[src/rtl/hsr_pkg.sv]
package hsr_pkg;

   // Fixed frame header: first bit high, second bit low.
   localparam int          HDR_W   = 2;
   localparam logic [1:0]  HDR_PAT = 2'b10;

   // Read-clock burst sequencer states.
   typedef enum logic [1:0] {
      CG_IDLE  = 2'd0,
      CG_WAIT  = 2'd1,
      CG_BURST = 2'd2
   } hsr_cg_e;

endpackage

[src/rtl/hsr_burst_gen.sv]
module hsr_burst_gen
   import hsr_pkg::*;
#(
   parameter int OS       = 3,
   parameter int FRAME_W  = 18,
   parameter int MSB_WAIT = 37,
   parameter int PH_W     = $clog2(OS)
) (
   input  logic            clk,
   input  logic            rst_n,
   input  logic            conv_start,
   output logic            rd_clk,
   output logic            arm,
   output logic [PH_W-1:0] ph
);

   localparam int WAIT_W = $clog2(MSB_WAIT) + 1;
   localparam int PER_W  = $clog2(FRAME_W) + 1;

   hsr_cg_e           cg_q;
   logic [WAIT_W-1:0] wait_q;
   logic [PER_W-1:0]  per_q;
   logic [PH_W-1:0]   ph_q;
   logic              ph_last;

   generate
      if (MSB_WAIT < 1) begin : g_bad_wait
         $error("hsr_burst_gen: MSB_WAIT must be at least 1");
      end
   endgenerate

   assign ph_last = (ph_q == PH_W'(OS - 1));

   // The burst starts on the edge that ends the last wait cycle.
   always_comb begin
      arm = (cg_q == CG_WAIT) && (wait_q == WAIT_W'(MSB_WAIT - 1)) && !conv_start;
   end

   always_ff @(posedge clk or negedge rst_n) begin
      if (!rst_n) begin
         cg_q   <= CG_IDLE;
         wait_q <= '0;
         per_q  <= '0;
      end else if (conv_start) begin
         cg_q   <= CG_WAIT;
         wait_q <= '0;
      end else begin
         unique case (cg_q)
            CG_WAIT: begin
               if (arm) begin
                  cg_q  <= CG_BURST;
                  per_q <= '0;
               end else begin
                  wait_q <= wait_q + 1'b1;
               end
            end
            CG_BURST: begin
               if (ph_last) begin
                  if (per_q == PER_W'(FRAME_W - 1)) begin
                     cg_q <= CG_IDLE;
                  end else begin
                     per_q <= per_q + 1'b1;
                  end
               end
            end
            default: ;
         endcase
      end
   end

   // Phase counter is realigned at each burst and keeps running afterwards,
   // so the receiver can finish sampling the delayed tail of the frame.
   always_ff @(posedge clk or negedge rst_n) begin
      if (!rst_n) begin
         ph_q <= '0;
      end else if (arm || ph_last) begin
         ph_q <= '0;
      end else begin
         ph_q <= ph_q + 1'b1;
      end
   end

   assign ph     = ph_q;
   assign rd_clk = !((cg_q == CG_BURST) && (ph_q == '0));

endmodule

[src/rtl/hsr_phase_det.sv]
module hsr_phase_det #(
   parameter int OS           = 3,
   parameter int HUNT_PERIODS = 2,
   parameter int PH_W         = $clog2(OS)
) (
   input  logic            clk,
   input  logic            rst_n,
   input  logic            arm,
   input  logic            abort,
   input  logic            sdata,
   input  logic [PH_W-1:0] ph,
   output logic            lock,
   output logic [PH_W-1:0] lock_ph,
   output logic            timeout
);

   localparam int HUNT_LEN = HUNT_PERIODS * OS;
   localparam int HC_W     = $clog2(HUNT_LEN) + 1;
   localparam int CENTER   = OS / 2;

   logic            hunting_q;
   logic [HC_W-1:0] hcnt_q;

   generate
      if (OS < 3 || (OS % 2) == 0) begin : g_bad_os
         $error("hsr_phase_det: OS must be odd and at least 3");
      end
      if (HUNT_PERIODS < 1) begin : g_bad_hunt
         $error("hsr_phase_det: HUNT_PERIODS must be at least 1");
      end
   endgenerate

   always_ff @(posedge clk or negedge rst_n) begin
      if (!rst_n) begin
         hunting_q <= 1'b0;
         hcnt_q    <= '0;
         lock      <= 1'b0;
         lock_ph   <= '0;
         timeout   <= 1'b0;
      end else begin
         lock <= 1'b0;
         if (abort) begin
            hunting_q <= 1'b0;
         end else if (arm) begin
            hunting_q <= 1'b1;
            hcnt_q    <= '0;
            timeout   <= 1'b0;
         end else if (hunting_q) begin
            if (sdata) begin
               // Leading edge found: the bit centre lies CENTER cycles later.
               hunting_q <= 1'b0;
               lock      <= 1'b1;
               lock_ph   <= PH_W'((32'(ph) + CENTER) % OS);
            end else if (hcnt_q == HC_W'(HUNT_LEN - 1)) begin
               hunting_q <= 1'b0;
               timeout   <= 1'b1;
            end else begin
               hcnt_q <= hcnt_q + 1'b1;
            end
         end
      end
   end

endmodule

[src/rtl/hsr_deser.sv]
module hsr_deser
   import hsr_pkg::*;
#(
   parameter int OS     = 3,
   parameter int DATA_W = 16,
   parameter int PH_W   = $clog2(OS)
) (
   input  logic              clk,
   input  logic              rst_n,
   input  logic              arm,
   input  logic              abort,
   input  logic              sdata,
   input  logic [PH_W-1:0]   ph,
   input  logic              lock,
   input  logic [PH_W-1:0]   lock_ph,
   output logic [DATA_W-1:0] word,
   output logic              valid,
   output logic              hdr_err
);

   localparam int FRAME_W = HDR_W + DATA_W;
   localparam int K_W     = $clog2(FRAME_W + 1);

   logic              trk_q;
   logic [PH_W-1:0]   sel_q;
   logic [PH_W-1:0]   sel_ph;
   logic [K_W-1:0]    k_q;
   logic [DATA_W-2:0] sh_q;
   logic [OS-1:0]     ph_oh;
   logic [OS-1:0]     sel_oh;
   logic              take;

   generate
      if (DATA_W < 3) begin : g_bad_w
         $error("hsr_deser: DATA_W must be at least 3");
      end
      for (genvar p = 0; p < OS; p++) begin : g_phase
         assign ph_oh[p]  = (ph == PH_W'(p));
         assign sel_oh[p] = (sel_ph == PH_W'(p));
      end
   endgenerate

   assign sel_ph = lock ? lock_ph : sel_q;
   assign take   = (lock || trk_q) && |(ph_oh & sel_oh);

   always_ff @(posedge clk or negedge rst_n) begin
      if (!rst_n) begin
         trk_q   <= 1'b0;
         sel_q   <= '0;
         k_q     <= '0;
         sh_q    <= '0;
         word    <= '0;
         valid   <= 1'b0;
         hdr_err <= 1'b0;
      end else begin
         valid <= 1'b0;
         if (abort) begin
            trk_q <= 1'b0;
         end else if (arm) begin
            trk_q   <= 1'b0;
            k_q     <= '0;
            hdr_err <= 1'b0;
         end else begin
            if (lock) begin
               trk_q <= 1'b1;
               sel_q <= lock_ph;
            end
            if (take) begin
               k_q <= k_q + 1'b1;
               if (k_q < K_W'(HDR_W)) begin
                  if (sdata != HDR_PAT[HDR_W - 1 - int'(k_q)]) begin
                     hdr_err <= 1'b1;
                     trk_q   <= 1'b0;
                  end
               end else if (k_q == K_W'(FRAME_W - 1)) begin
                  word  <= {sh_q, sdata};
                  valid <= 1'b1;
                  trk_q <= 1'b0;
               end else begin
                  sh_q <= {sh_q[DATA_W-3:0], sdata};
               end
            end
         end
      end
   end

endmodule

[src/rtl/hsr_selfclk_rx.sv]
module hsr_selfclk_rx
   import hsr_pkg::*;
#(
   parameter int DATA_W       = 16,
   parameter int OS           = 3,
   parameter int MSB_WAIT     = 37,
   parameter int HUNT_PERIODS = 2
) (
   input  logic              clk,
   input  logic              rst_n,
   input  logic              conv_start,
   input  logic              sdata,
   output logic              rd_clk,
   output logic [DATA_W-1:0] word,
   output logic              word_valid,
   output logic              sync_err
);

   localparam int FRAME_W = HDR_W + DATA_W;
   localparam int PH_W    = $clog2(OS);

   logic            arm;
   logic [PH_W-1:0] ph;
   logic            lock;
   logic [PH_W-1:0] lock_ph;
   logic            timeout;
   logic            hdr_err;

   hsr_burst_gen #(
      .OS       (OS),
      .FRAME_W  (FRAME_W),
      .MSB_WAIT (MSB_WAIT),
      .PH_W     (PH_W)
   ) i_burst (
      .clk        (clk),
      .rst_n      (rst_n),
      .conv_start (conv_start),
      .rd_clk     (rd_clk),
      .arm        (arm),
      .ph         (ph)
   );

   hsr_phase_det #(
      .OS           (OS),
      .HUNT_PERIODS (HUNT_PERIODS),
      .PH_W         (PH_W)
   ) i_phase (
      .clk     (clk),
      .rst_n   (rst_n),
      .arm     (arm),
      .abort   (conv_start),
      .sdata   (sdata),
      .ph      (ph),
      .lock    (lock),
      .lock_ph (lock_ph),
      .timeout (timeout)
   );

   hsr_deser #(
      .OS     (OS),
      .DATA_W (DATA_W),
      .PH_W   (PH_W)
   ) i_deser (
      .clk     (clk),
      .rst_n   (rst_n),
      .arm     (arm),
      .abort   (conv_start),
      .sdata   (sdata),
      .ph      (ph),
      .lock    (lock),
      .lock_ph (lock_ph),
      .word    (word),
      .valid   (word_valid),
      .hdr_err (hdr_err)
   );

   assign sync_err = timeout | hdr_err;

endmodule

[config.mk]
export PLATFORM = sky130hd
export DESIGN_NAME = hsr_selfclk_rx
export DESIGN_NICKNAME = d
export VERILOG_FILES = /design/src/rtl/hsr_pkg.sv /design/src/rtl/hsr_burst_gen.sv /design/src/rtl/hsr_phase_det.sv /design/src/rtl/hsr_deser.sv /design/src/rtl/hsr_selfclk_rx.sv
export SDC_FILE = /design/constraint.sdc
export NUM_CORES = 1
export LEC_CHECK = 0
export BUFFER_PORTS_ARGS = -buffer_cell sky130_fd_sc_hd__buf_2
export CORE_MARGIN = 10
export CORE_UTILIZATION = 45
export DETAILED_ROUTE_END_ITERATION = 10
export PLACE_DENSITY = 0.73
export REMOVE_ABC_BUFFERS = 1
export SYNTH_ARGS = -nofsm -noshare
export SYNTH_HDL_FRONTEND = slang
export SYNTH_SLANG_ARGS = --single-unit
[constraint.sdc]
create_clock -name clk -period 2.9 [get_ports clk]
set_clock_uncertainty 0.15 [all_clocks]
set_input_delay 0.435 -clock clk [delete_from_list [all_inputs] [get_ports clk]]
set_output_delay 0.435 -clock clk [all_outputs]
set_load 0.02 [all_outputs]
==> summary by stage, run 1 <==
CTS
For this design, the CTS-stage hold fixing added 0 buffers. In this run, post-CTS repair resized a total of 0 instances. Post-CTS timing repair inserted 0 buffers for setup. The TritonCTS clock tree is yes.

CTS placed an instance of sky130_fd_sc_hd__clkbuf_8 at the clock tree root. The clock transition time at the flip-flop clock pins of the worst setup and hold paths is 0.08 ns. The clock sink count is 67. The maximum clock path buffer count is 2. The H-tree was split into 3 levels. The number of buffers created by CTS is 9.

The clock latency on the worst-skew pair is 0.34 ns.

Setup path
The cell count of the worst reg-to-reg path is 8. STA puts the critical path data required time at 2.97 ns. On the worst path, the slowest cell contributes a delay of 0.45 ns.

The timing startpoint of the critical path is i_burst.wait_q[0]. The worst-path maximum fanout is 10. The startpoint of the lowest-slack register-to-register path is i_burst.wait_q[0].

The cell type of the slowest stage on the worst timing path is sky130_fd_sc_hd__o31ai_1. Traced cell by cell, the critical path runs through inv_1, ha_1, nand4bb_1, o31ai_1, o32ai_2, o31ai_2, buf_4, mux2_4. The endpoint of the worst register-to-register path is i_deser.sh_q[6].

The slack of the worst reg-to-reg path is 0.31 ns. Counting both buffers and inverters, the worst setup path holds a total of 2. The kind of cell adding the most delay to the critical path is compound AO/OA/AOI/OAI gates.

The kind of capture point of the worst setup path is a flip-flop. The worst setup path is of the flip-flop to flip-flop kind. The critical path crosses 8 cells after its start point. Data arrives at the worst endpoint at 2.66 ns.

STA classifies the critical path startpoint as a flip-flop.

Yosys
The count of distinct cell types in the synthesized netlist is 45. In this run, synthesis produced a sequential element count of 67. The main combinational cell family by area after synthesis is multiplexers.

The number of flops mapped to enable cells by yosys is 0. The portion of synthesized area spent on multiplexers is 16.5%. In the synthesized netlist the dominant register cell turns out to be sky130_fd_sc_hd__dfrtp_1. The simple-gate share of the synthesized area is 13.3%. The mean area per synthesized cell is 12.3 um2.

In the synthesized netlist, the number of instances is 259. The synthesized netlist devotes 2.74% of its cell area to XOR and XNOR gates. The yosys synthesis warning count is 0. The sequential share of the synthesized area is 52.4%. The synthesized netlist devotes 4.30% of its cell area to adder and majority cells. The cell area after technology mapping is 3200 um2. The synthesized netlist devotes 7.24% of its cell area to compound gates.

For this run, asynchronously set or reset flops after synthesis account for 100%.

GRT
The number of antenna violations at the first check in global routing was 0. The maximum number of pins on one net before global-route repair is 68. The first-pass GRT wire length is 9.72 mm. The via count of the first global-routing pass is 2,104. The overall fraction of global-route tracks in use is 10.6%. The leftover overflow at the end of global routing is 0.

Die
The core outline area is 6870 um2. The overall die area is 10,900 um2. In this run the count of I/O pins placed on the die edge is 23. The floorplan step set the die height to 104 um.

The effective utilization at floorplan is 46.6%. In this run the horizontal extent of the chip is 104 um. The count of standard-cell rows is 30.

Detailed routing
The number of DRC markers in iteration 0 is 108. The routed layout has 1,977 vias. The post-detailed-routing wire length is 5.40 mm.

Once detail routing completed, the nets flagged for antenna violations numbered 0. Before antenna repair, the detailed router went through 4 iterations. After detailed routing, the number of remaining DRC violations is 0.

In the final routed layout, each cell accounts on average for 13.8 um. Using the TritonRoute via totals, the vias-per-cell ratio works out to 5.04.

Final layout
The library cell used most frequently in the layout, excluding fill and tap cells, is sky130_fd_sc_hd__dfrtp_1. The antenna cell count is 0. Compared with the post-synthesis result, the final layout area differs by 12.6%. The sequential cell area is 1680 um2. In the layout the commonest cells are sky130_fd_sc_hd__dfrtp_1, sky130_fd_sc_hd__nor2_1, sky130_fd_sc_hd__buf_2. The count of nets after finishing is 306. Of the cells placed in the final design, the portion with a size suffix greater than 1 is 29.1%. The number of fill cells in the layout is 572. The area taken by multi-input logic gates is 1410 um2. The cell area after layout is 3600 um2.

Run status
The run finished with clean final reports.

Power and ir drop
Per report_power, the sequential group accounts for 51.5% of the total. In this run the static leakage power is 1.86 nW. Dividing total power by cell area gives a power density of 523 nW/um2. Summed over all nets, the switching power comes to 471 uW. Across the VDD grid, the largest voltage drop is 240 uV. Combinational logic is responsible for 7.6% of the overall power. The switching fraction of total power is 25.0%. The share of total power dissipated in the clock network is 40.9%. The internal portion of the total power is 1.41 mW.

Min path
The path class of the lowest-slack min-delay path is input port to asynchronous set/reset pin.

STA
At the pin with the least slew margin, the transition time is 0.823 ns. In the final timing run, aggregate negative setup slack is 0 ns. In the finished design, the share of the clock period the worst path needs comes to 89.2%. Setup violations remaining at the end of the flow were counted as 0. The final-report max-slew violation count came to 0. The minimum period implied by the final worst setup slack is 2.59 ns. The number of hold violations in the final report is 0. The maximum frequency from static timing analysis is 387 MHz. Setup repair after global routing left no endpoint under its margin. The setup slack after layout is 0.314 ns.

The worst pin sits at a relative slew slack of 45.1%.

Run
The total of max-cap violations is 0.

Placed design
After detailed placement, the total cell area comes to 3400 um2. During placement, the flow inserted port buffers numbering 22. After legalization and detailed placement, the total HPWL measured 3.84 mm.

Timing analysis after detailed placement gives a worst setup slack of 0.319 ns. The weighted congestion reported at the end of routability-driven placement is 0.762.
[kinds of logic (layout without fill, tap and decap cells)]
group,after synthesis,count (layout)
adders and majority gates,11,11
xor gates and xnor gates,10,10
and+or+nand+nor,80,80
DFF,67,67
AOI/OAI and AO/OA,33,33
buffers and inverters,18,55
muxes,40,40
[worst max-delay path by stage]
stage / endpoint / slack [ns]
finish: i_deser.sh_q[6] / 0.31
global route: i_deser.sh_q[6] / 0.13
CTS: i_deser.sh_q[10] / 0.30
detailed placement: i_deser.sh_q[10] / 0.32
global placement: i_deser.sh_q[11] / 0.42
floorplan: i_deser.word[0] / 0.34
[registers in the layout (all words and copies together) (netlist names)]
| signal | cells |
|---|---|
| i_phase.hunting_q | 1 |
| i_burst.ph | 2 |
| i_phase.timeout | 1 |
| i_deser.hdr_err | 1 |
| i_phase.lock_ph | 2 |
| i_phase.lock | 1 |
| i_deser.trk_q | 1 |
| i_deser.valid | 1 |
| i_phase.hcnt_q | 4 |
| i_deser.k_q | 5 |
| i_deser.sel_q | 2 |
| i_burst.per_q | 6 |
| i_burst.cg_q | 2 |
| i_deser.word | 16 |
| i_burst.wait_q | 7 |
| i_deser.sh_q | 15 |
[worst register-to-register path, stage by stage, from the launching register on]
cell and delay, ns:
sky130_fd_sc_hd__dfrtp_1 0.42, sky130_fd_sc_hd__inv_1 0.08, sky130_fd_sc_hd__ha_1 0.14, sky130_fd_sc_hd__nand4bb_1 0.24, sky130_fd_sc_hd__o31ai_1 0.45, sky130_fd_sc_hd__o32ai_2 0.18
sky130_fd_sc_hd__o31ai_2 0.17, sky130_fd_sc_hd__buf_4 0.33, sky130_fd_sc_hd__mux2_4 0.32
[final cells by class]
cell class                 count  area share [%]
clock inverter                 7            2.09
multi-input combinational    174            39.2
timing repair buffer          27            4.10
sequential                    67            46.6
tap                           96            3.34
clock buffer                   9            3.44
inverter                      12            1.25
[power groups by stage]
stage	Combinational, mW	Sequential, mW	Clock, mW
after CTS	0.148	0.970	0.793
final	0.143	0.969	0.770
after global placement	0.143	0.987	0
after detailed placement	0.148	0.987	0
after global routing	0.166	0.972	0.842
after floorplan	0.0967	0.985	0
[Yosys cell counts, types with 5 or more instances]
| library cell | n | area, um2 |
|---|---|---|
| sky130_fd_sc_hd__xor2_1 | 7 | 61.3 |
| sky130_fd_sc_hd__nand2b_1 | 6 | 37.5 |
| sky130_fd_sc_hd__a21oi_1 | 8 | 40.0 |
| sky130_fd_sc_hd__nand2_1 | 13 | 48.8 |
| sky130_fd_sc_hd__o21ai_0 | 8 | 40.0 |
| sky130_fd_sc_hd__nand3_1 | 9 | 45.0 |
| sky130_fd_sc_hd__mux2_4 | 19 | 285 |
| sky130_fd_sc_hd__inv_1 | 12 | 45.0 |
| sky130_fd_sc_hd__nor2_1 | 22 | 82.6 |
| sky130_fd_sc_hd__mux2_2 | 16 | 180 |
| sky130_fd_sc_hd__nand4_1 | 5 | 31.3 |
| sky130_fd_sc_hd__dfrtp_1 | 67 | 1680 |
| sky130_fd_sc_hd__nor2b_1 | 5 | 31.3 |
| sky130_fd_sc_hd__ha_1 | 11 | 138 |
[stage by stage]
stage,hold slack [ns],std cells,util (%),power (mW)
after floorplan,-0.0106,253,-,1.08
after global placement,0.308,376,49.5,1.13
after detailed placement,0.310,376,49.5,1.13
after CTS,0.152,392,52.4,1.91
after global routing,0.199,392,52.4,1.98
final,0.105,392,52.4,1.88
[metal layers]
metal | vias up | global-route usage [%] | part of all wire [%]
met2 | 14 | 17.3 | 50
met4 | 0 | 5.96 | 1.1
met1 | 976 | 12.4 | 46
met5 | - | 0 | 0
met3 | 4 | 2.91 | 2.8
li1 | 983 | - | -
No activity file was read; power rests on OpenSTA's default activity.
==> run 2, diff against run 1 <==
- PLACE_DENSITY: 0.73 -> not set
==> run 2 against run 1 <==
Net effect:
- clock-buffer cell count grew 1
- final area grew 1.2%
- critical path depth is the same
- sequential share of layout area shrank 0.54 points
- maximum frequency grew 0.71%
- routed wire length grew 4.6%
- combinational power grew 8%
==> summary by stage, run 2 (synthesis results as in run 1) <==
GRT
The number of antenna violations at the first check in global routing was 0. The leftover overflow at the end of global routing is 0. The first-pass GRT wire length is 10.2 mm. Entering global routing, the biggest net connects 35 pins. Global routing used 11.3% of the available tracks across all layers. The via count of the first global-routing pass is 2,077.

CTS
The clock passes through at most 2 buffers. Clock latency on the worst-skew pair, taken at its later pin, is 0.34 ns. The number of buffers created by CTS is 9. The number of buffers inserted to repair setup after CTS is 0.

For this design, the CTS-stage hold fixing added 0 buffers. The H-tree generated during clock tree synthesis spans 3 levels. The buffer type at the clock tree root is sky130_fd_sc_hd__clkbuf_8.

The number of gates resized after CTS was 0. After clock tree synthesis, the clock-pin slew on the worst setup and hold paths is 0.08 ns. The TritonCTS clock tree is yes.

The clock sink count is 67.

Run
The total of max-cap violations is 0.

STA
Setup repair after global routing left no endpoint under its margin. The aggregate negative setup slack is 0 ns. Setup violations remaining at the end of the flow were counted as 0. The final-report max-slew violation count is 0.

The worst-case headroom to the max-slew limit is 34.7%. The number of hold violations in the final report is 0. After layout, the minimum clock period comes to 2.57 ns. The maximum frequency from static timing analysis is 389 MHz. The slew at the pin closest to its max-slew limit is 0.980 ns.

The final cycle utilization of the critical path is 88.5%.

Setup path
The required arrival time at the worst endpoint is 2.97 ns. The worst-path maximum fanout is 17. Data arrives at the worst endpoint at 2.64 ns. The worst setup path is captured at a flip-flop. By startpoint and endpoint, the worst setup path is classified as flip-flop to flip-flop. The kind of start point of the critical path is a flip-flop.

Final layout
The top cell types in the final layout, fill and taps aside, are sky130_fd_sc_hd__dfrtp_1, sky130_fd_sc_hd__nor2_1, sky130_fd_sc_hd__buf_2. The number of flip-flops in the largest register is 16. In the final layout, the registers with the most flip-flops are i_deser.word x16, i_deser.sh_q x15, i_burst.wait_q x7. From synthesis to final layout, the design area changed by 13.9%. The number of fill cells in the layout is 623. The most common cell after layout, fill and taps aside is sky130_fd_sc_hd__dfrtp_1. The number of antenna diodes in the final layout is 0. The area taken by multi-input logic gates is 1420 um2. The count of nets after finishing is 308. The sequential cells in the finished layout cover a total of 1680 um2. In the final layout, the share of cells above drive strength 1 is 29.2%. The register with the most flip-flops is i_deser.word.

Detailed routing
The detailed-route via count is 2,032. The post-detailed-routing wire length is 5.65 mm. The number of vias per cell after detailed routing is 5.16. The final antenna-violating net count is 0. The routed length per instance is 14.4 um. In this run, the number of DRC markers left after iteration 0 of detailed routing was 76. For this run, design rule violations remaining after detail routing come to 0. The first TritonRoute pass finished after 4 iterations.

Die
The vertical extent of the die is 104 um. The die covers 10,900 um2. The core outline area is 6870 um2.

The floorplan step set the die width to 104 um. The effective utilization at floorplan is 46.6%. The count of standard-cell rows is 30.

23 I/O pins were placed.

Power and ir drop
The static power due to leakage is 1.88 nW. In this run the power density over the cells is 540 nW/um2. IR analysis of the VDD net gives a maximum drop of 344 uV. Power comes to 1.97 mW.

Run status
The flow ran to the end, and the final reports show no timing, DRC or antenna violations.

Placed design
The number of I/O port buffers is 22. The post-DP HPWL is 4.10 mm. The weighted congestion reported at the end of routability-driven placement is 0.735.

Min path
The path class of the lowest-slack min-delay path is input port to asynchronous set/reset pin.
## run 2: cell count changes in the layout (fill, tap and decap cells not counted), sizes merged
cell / before / now
clkinv: 4 / 3
inv: 14 / 12
clkbuf: 9 / 10
bufinv: 1 / 2
clkinvlp: 0 / 1
buf: 27 / 29
## run 2: power breakdown
| part | internal, mW | leakage [nW] | total [mW] | switching [mW] |
|---|---|---|---|---|
| registers | 0.954 | 0.915 | 0.969 | 0.0148 |
| clock network | 0.486 | 0.106 | 0.842 | 0.356 |
| logic | 0.0588 | 0.855 | 0.155 | 0.0958 |
## run 2: final timing paths
path	startpoint	end	slack, ns	cells after the start
hold / removal	rst_n	i_deser.word[13]	0.001	1
max in group asynchronous	rst_n	i_burst.ph[1]	1.86	2
min in group clk	sdata	i_deser.word[0]	0.28	2
hold reg to reg	i_burst.ph[0]	i_burst.ph[0]	0.32	1
setup / recovery	i_burst.wait_q[0]	i_deser.word[5]	0.33	8
setup reg to reg	i_burst.wait_q[0]	i_deser.word[5]	0.33	8
## run 2: worst max-delay path, cell delays in order, from the launching register on
cell and delay [ns]:
sky130_fd_sc_hd__dfrtp_1 0.42, sky130_fd_sc_hd__inv_1 0.09, sky130_fd_sc_hd__ha_1 0.15, sky130_fd_sc_hd__nand4bb_1 0.24, sky130_fd_sc_hd__o31ai_1 0.46, sky130_fd_sc_hd__o32ai_2 0.19
sky130_fd_sc_hd__nand2b_1 0.11, sky130_fd_sc_hd__buf_4 0.28, sky130_fd_sc_hd__mux2_2 0.37
## run 2: routing by layer
layer / GRT usage [%] / vias to the layer above / part of all wire (%)
met1: 14.9 / 1010 / 47
met4: 7.26 / 0 / 2.8
met2: 16.3 / 29 / 47
li1: - / 981 / -
met3: 2.54 / 12 / 3.5
met5: 0 / - / 0
## run 2: per-stage QoR
step	util, %	hold WS [ns]	instance area, um2	instances	worst slack (ns)
after global placement	49.9	0.308	3420	378	0.428
after global routing	53.0	0.0557	3640	394	0.123
final	53.0	0.00123	3640	394	0.332
after detailed placement	49.9	0.313	3420	378	0.335
after CTS	53.0	0.0228	3640	394	0.327
after floorplan	-	-0.0106	3130	253	0.338
## run 2: layout make-up
type,count,share of cell area [%]
Timing Repair Buffer,29,4.47
Multi-Input combinational cell,174,39.0
Clock inverter,6,2.47
Clock buffer,10,3.50
Sequential cell,67,46.0
Inverter,12,1.24
Tap cell,96,3.30
==> run 3, diff against run 2 <==
--- a/config.mk
+++ b/config.mk
@@ -11,2 +11,3 @@
 export DETAILED_ROUTE_END_ITERATION = 10
+export PLACE_DENSITY = 0.69
 export REMOVE_ABC_BUFFERS = 1
==> constraint.sdc (replaced) <==
create_clock -name clk -period 2.9 [get_ports clk]
set_clock_uncertainty 0.15 [all_clocks]
set_input_delay 0.145 -clock clk [delete_from_list [all_inputs] [get_ports clk]]
set_output_delay 0.145 -clock clk [all_outputs]
set_load 0.02 [all_outputs]
==> run 3 against run 2 <==
Net effect:
- clock power fell by 5.7%
- cell count rose by 0.51%
- largest power group unchanged
- flip-flop and latch count did not move
- sequential power barely moved
- hold slack improved by 0.12 ns
- worst setup slack improved by 0.013 ns
- largest cell class unchanged
==> summary by stage, run 3 (synthesis results as in run 1) <==
GRT
Global routing consumed, on the met1 layer, 13.2% of the routing resources. The leftover overflow at the end of global routing is 0. The first global-routing pass estimated 9.89 mm of wire. The global-route met3 utilization is 2.48%.

The number of antenna violations at the first check in global routing is 0. The global routing met2 resource utilization is 17.8%. The most used routing layer is met2.

Global routing used 11.0% of the available tracks. The maximum number of pins on one net before global-route repair is 26. The via count of the first global-routing pass is 2,045.

STA
The maximum frequency from static timing analysis is 391 MHz. Headroom to the max-slew limit came out at 70.8%. The number of setup violations in the final report is 0. The final-report max-slew violation count is 0. In the finished design, the share of the clock period the worst path needs comes to 88.1%. Setup repair after global routing left no endpoint under its margin.

After routing, the total negative slack on setup checks comes to 0 ns. The slew at the pin closest to its max-slew limit is 0.437 ns. The smallest clock period supported by the final layout is computed as 2.55 ns. The number of hold violations in the final report is 0.

Setup path
The worst setup path is captured at a flip-flop. The slack of the worst reg-to-reg path is 0.35 ns. The critical path is of the flip-flop to flip-flop type. The worst register-to-register path has a depth of 8. The endpoint of the worst register-to-register path is i_deser.word[4]. At the worst endpoint, the required time is 2.97 ns. In this run the critical register-to-register path is launched from i_burst.wait_q[0]. The arrival time at the worst endpoint is 2.63 ns. The kind of start point of the critical path is a flip-flop. The worst-path maximum fanout is 17.

Final layout
The count of nets after finishing is 310. The antenna cell count is 0. The register with the most flip-flops is i_deser.word. Relative to the synthesized area, the layout overhead comes to 13.9%. The number of flip-flops in the largest register is 16. The number of fill cells in the layout is 604.

In the final layout, the share of cells above drive strength 1 is 29.0%. The library cell used most frequently in the layout, excluding fill and tap cells, is sky130_fd_sc_hd__dfrtp_1. The top cell types in the final layout, fill and taps aside, are sky130_fd_sc_hd__dfrtp_1, sky130_fd_sc_hd__nor2_1, sky130_fd_sc_hd__buf_2. In the final layout, the registers with the most flip-flops are i_deser.word x16, i_deser.sh_q x15, i_burst.wait_q x7.

CTS
The TritonCTS clock tree is yes. The clock latency on the worst-skew pair is 0.35 ns. In this run, CTS created clock tree buffers numbering 9. In this run the number of H-tree levels came out at 3. The maximum clock path buffer count is 2.

The clock sink count is 67. Clock-pin slew was measured on the worst setup and hold paths at 0.08 ns. The buffer type at the clock tree root is sky130_fd_sc_hd__clkbuf_8.

Power and ir drop
Summed over all cells, the static leakage comes to 1.87 nW. For this design the ratio of total power to cell area is 525 nW/um2. Total power for the finished layout comes to 1.91 mW. The maximum ir drop on the vdd rail is 212 uV.

Detailed routing
The detailed-route via count is 2,027. For this run, design rule violations remaining after detail routing come to 0. The detailed router finished its first iteration with 80 violations. The number of vias per cell after detailed routing is 5.12. The routed length per instance is 14.2 um. The first-pass detailed-route iteration total is 4.

Wires add up to 5.62 mm. The final antenna-violating net count is 0.

Die
Pin placement for this block handled 23 I/O pins. The overall die area is 10,900 um2. The vertical extent of the die is 104 um. The die width is 104 um. The core outline area is 6870 um2. The count of standard-cell rows is 30.

The effective utilization at floorplan is 46.6%.

Min path
The min-delay analysis places its worst path in the category input port to asynchronous set/reset pin.

Placed design
Buffers placed on the I/O ports in this run total 22. The weighted congestion reported at the end of routability-driven placement is 0.782. After legalization and detailed placement, the total HPWL measured 4.06 mm.

Run status
The run finished with clean final reports.

Run
The total of max-cap violations is 0.
## run 3: repair_timing
item | in CTS | in global routing
gates resized for setup | 0 | 0
endpoints found under the hold margin | 27 | 0
hold buffers | 3 | 0
setup buffers | 0 | 0
## run 3: area by class of cell
cell class	instances	area [um2]	share of cell area [%]
Sequential cell	67	1680	46.0
Multi-Input combinational cell	174	1410	38.7
Timing Repair Buffer	31	185	5.08
Clock buffer	9	124	3.40
Tap cell	96	120	3.30
Clock inverter	7	80.1	2.20
Inverter	12	45.0	1.24
## run 3: per-stage QoR
stage	setup slack, ns	hold slack, ns	std cells	util, %	instance area, um2
CTS	0.327	0.132	396	53.0	3640
detailed placement	0.344	-0.0346	377	49.6	3410
global placement	0.458	-0.0336	377	49.6	3410
floorplan	0.338	-0.301	253	-	3130
finish	0.346	0.124	396	53.0	3640
global route	0.150	0.173	396	53.0	3640
## run 3: per-layer routing
layer	wire, um	share of wire [%]
met5	0	0
met3	139	2.5
met4	127	2.3
met2	2750	49
met1	2600	46
## run 3: worst max path at each step
stage	to	slack [ns]	cells after the start	startpoint
2_1_floorplan	i_deser.word[0]	0.34	7	i_burst.wait_q[0]
3_5_place_dp	i_deser.word[15]	0.34	8	i_burst.wait_q[1]
6_report	i_deser.word[4]	0.35	8	i_burst.wait_q[0]
3_3_place_gp	i_deser.word[15]	0.46	8	i_burst.wait_q[0]
4_1_cts	i_deser.word[4]	0.33	8	i_burst.wait_q[0]
5_1_grt	i_deser.word[4]	0.15	8	i_burst.wait_q[1]
## run 3: worst max-delay path, cell delays in order, from the launching register on
cell	delay (ns)
sky130_fd_sc_hd__dfrtp_1	0.42
sky130_fd_sc_hd__inv_1	0.08
sky130_fd_sc_hd__ha_1	0.16
sky130_fd_sc_hd__nand4bb_1	0.24
sky130_fd_sc_hd__o31ai_1	0.45
sky130_fd_sc_hd__o32ai_2	0.17
sky130_fd_sc_hd__nand2b_1	0.10
sky130_fd_sc_hd__buf_4	0.28
sky130_fd_sc_hd__mux2_2	0.38
## run 3: power by group
| group | leakage (nW) | internal [mW] | switching [mW] |
|---|---|---|---|
| registers | 0.915 | 0.954 | 0.0158 |
| clock network | 0.0973 | 0.409 | 0.385 |
| logic | 0.861 | 0.0580 | 0.0898 |
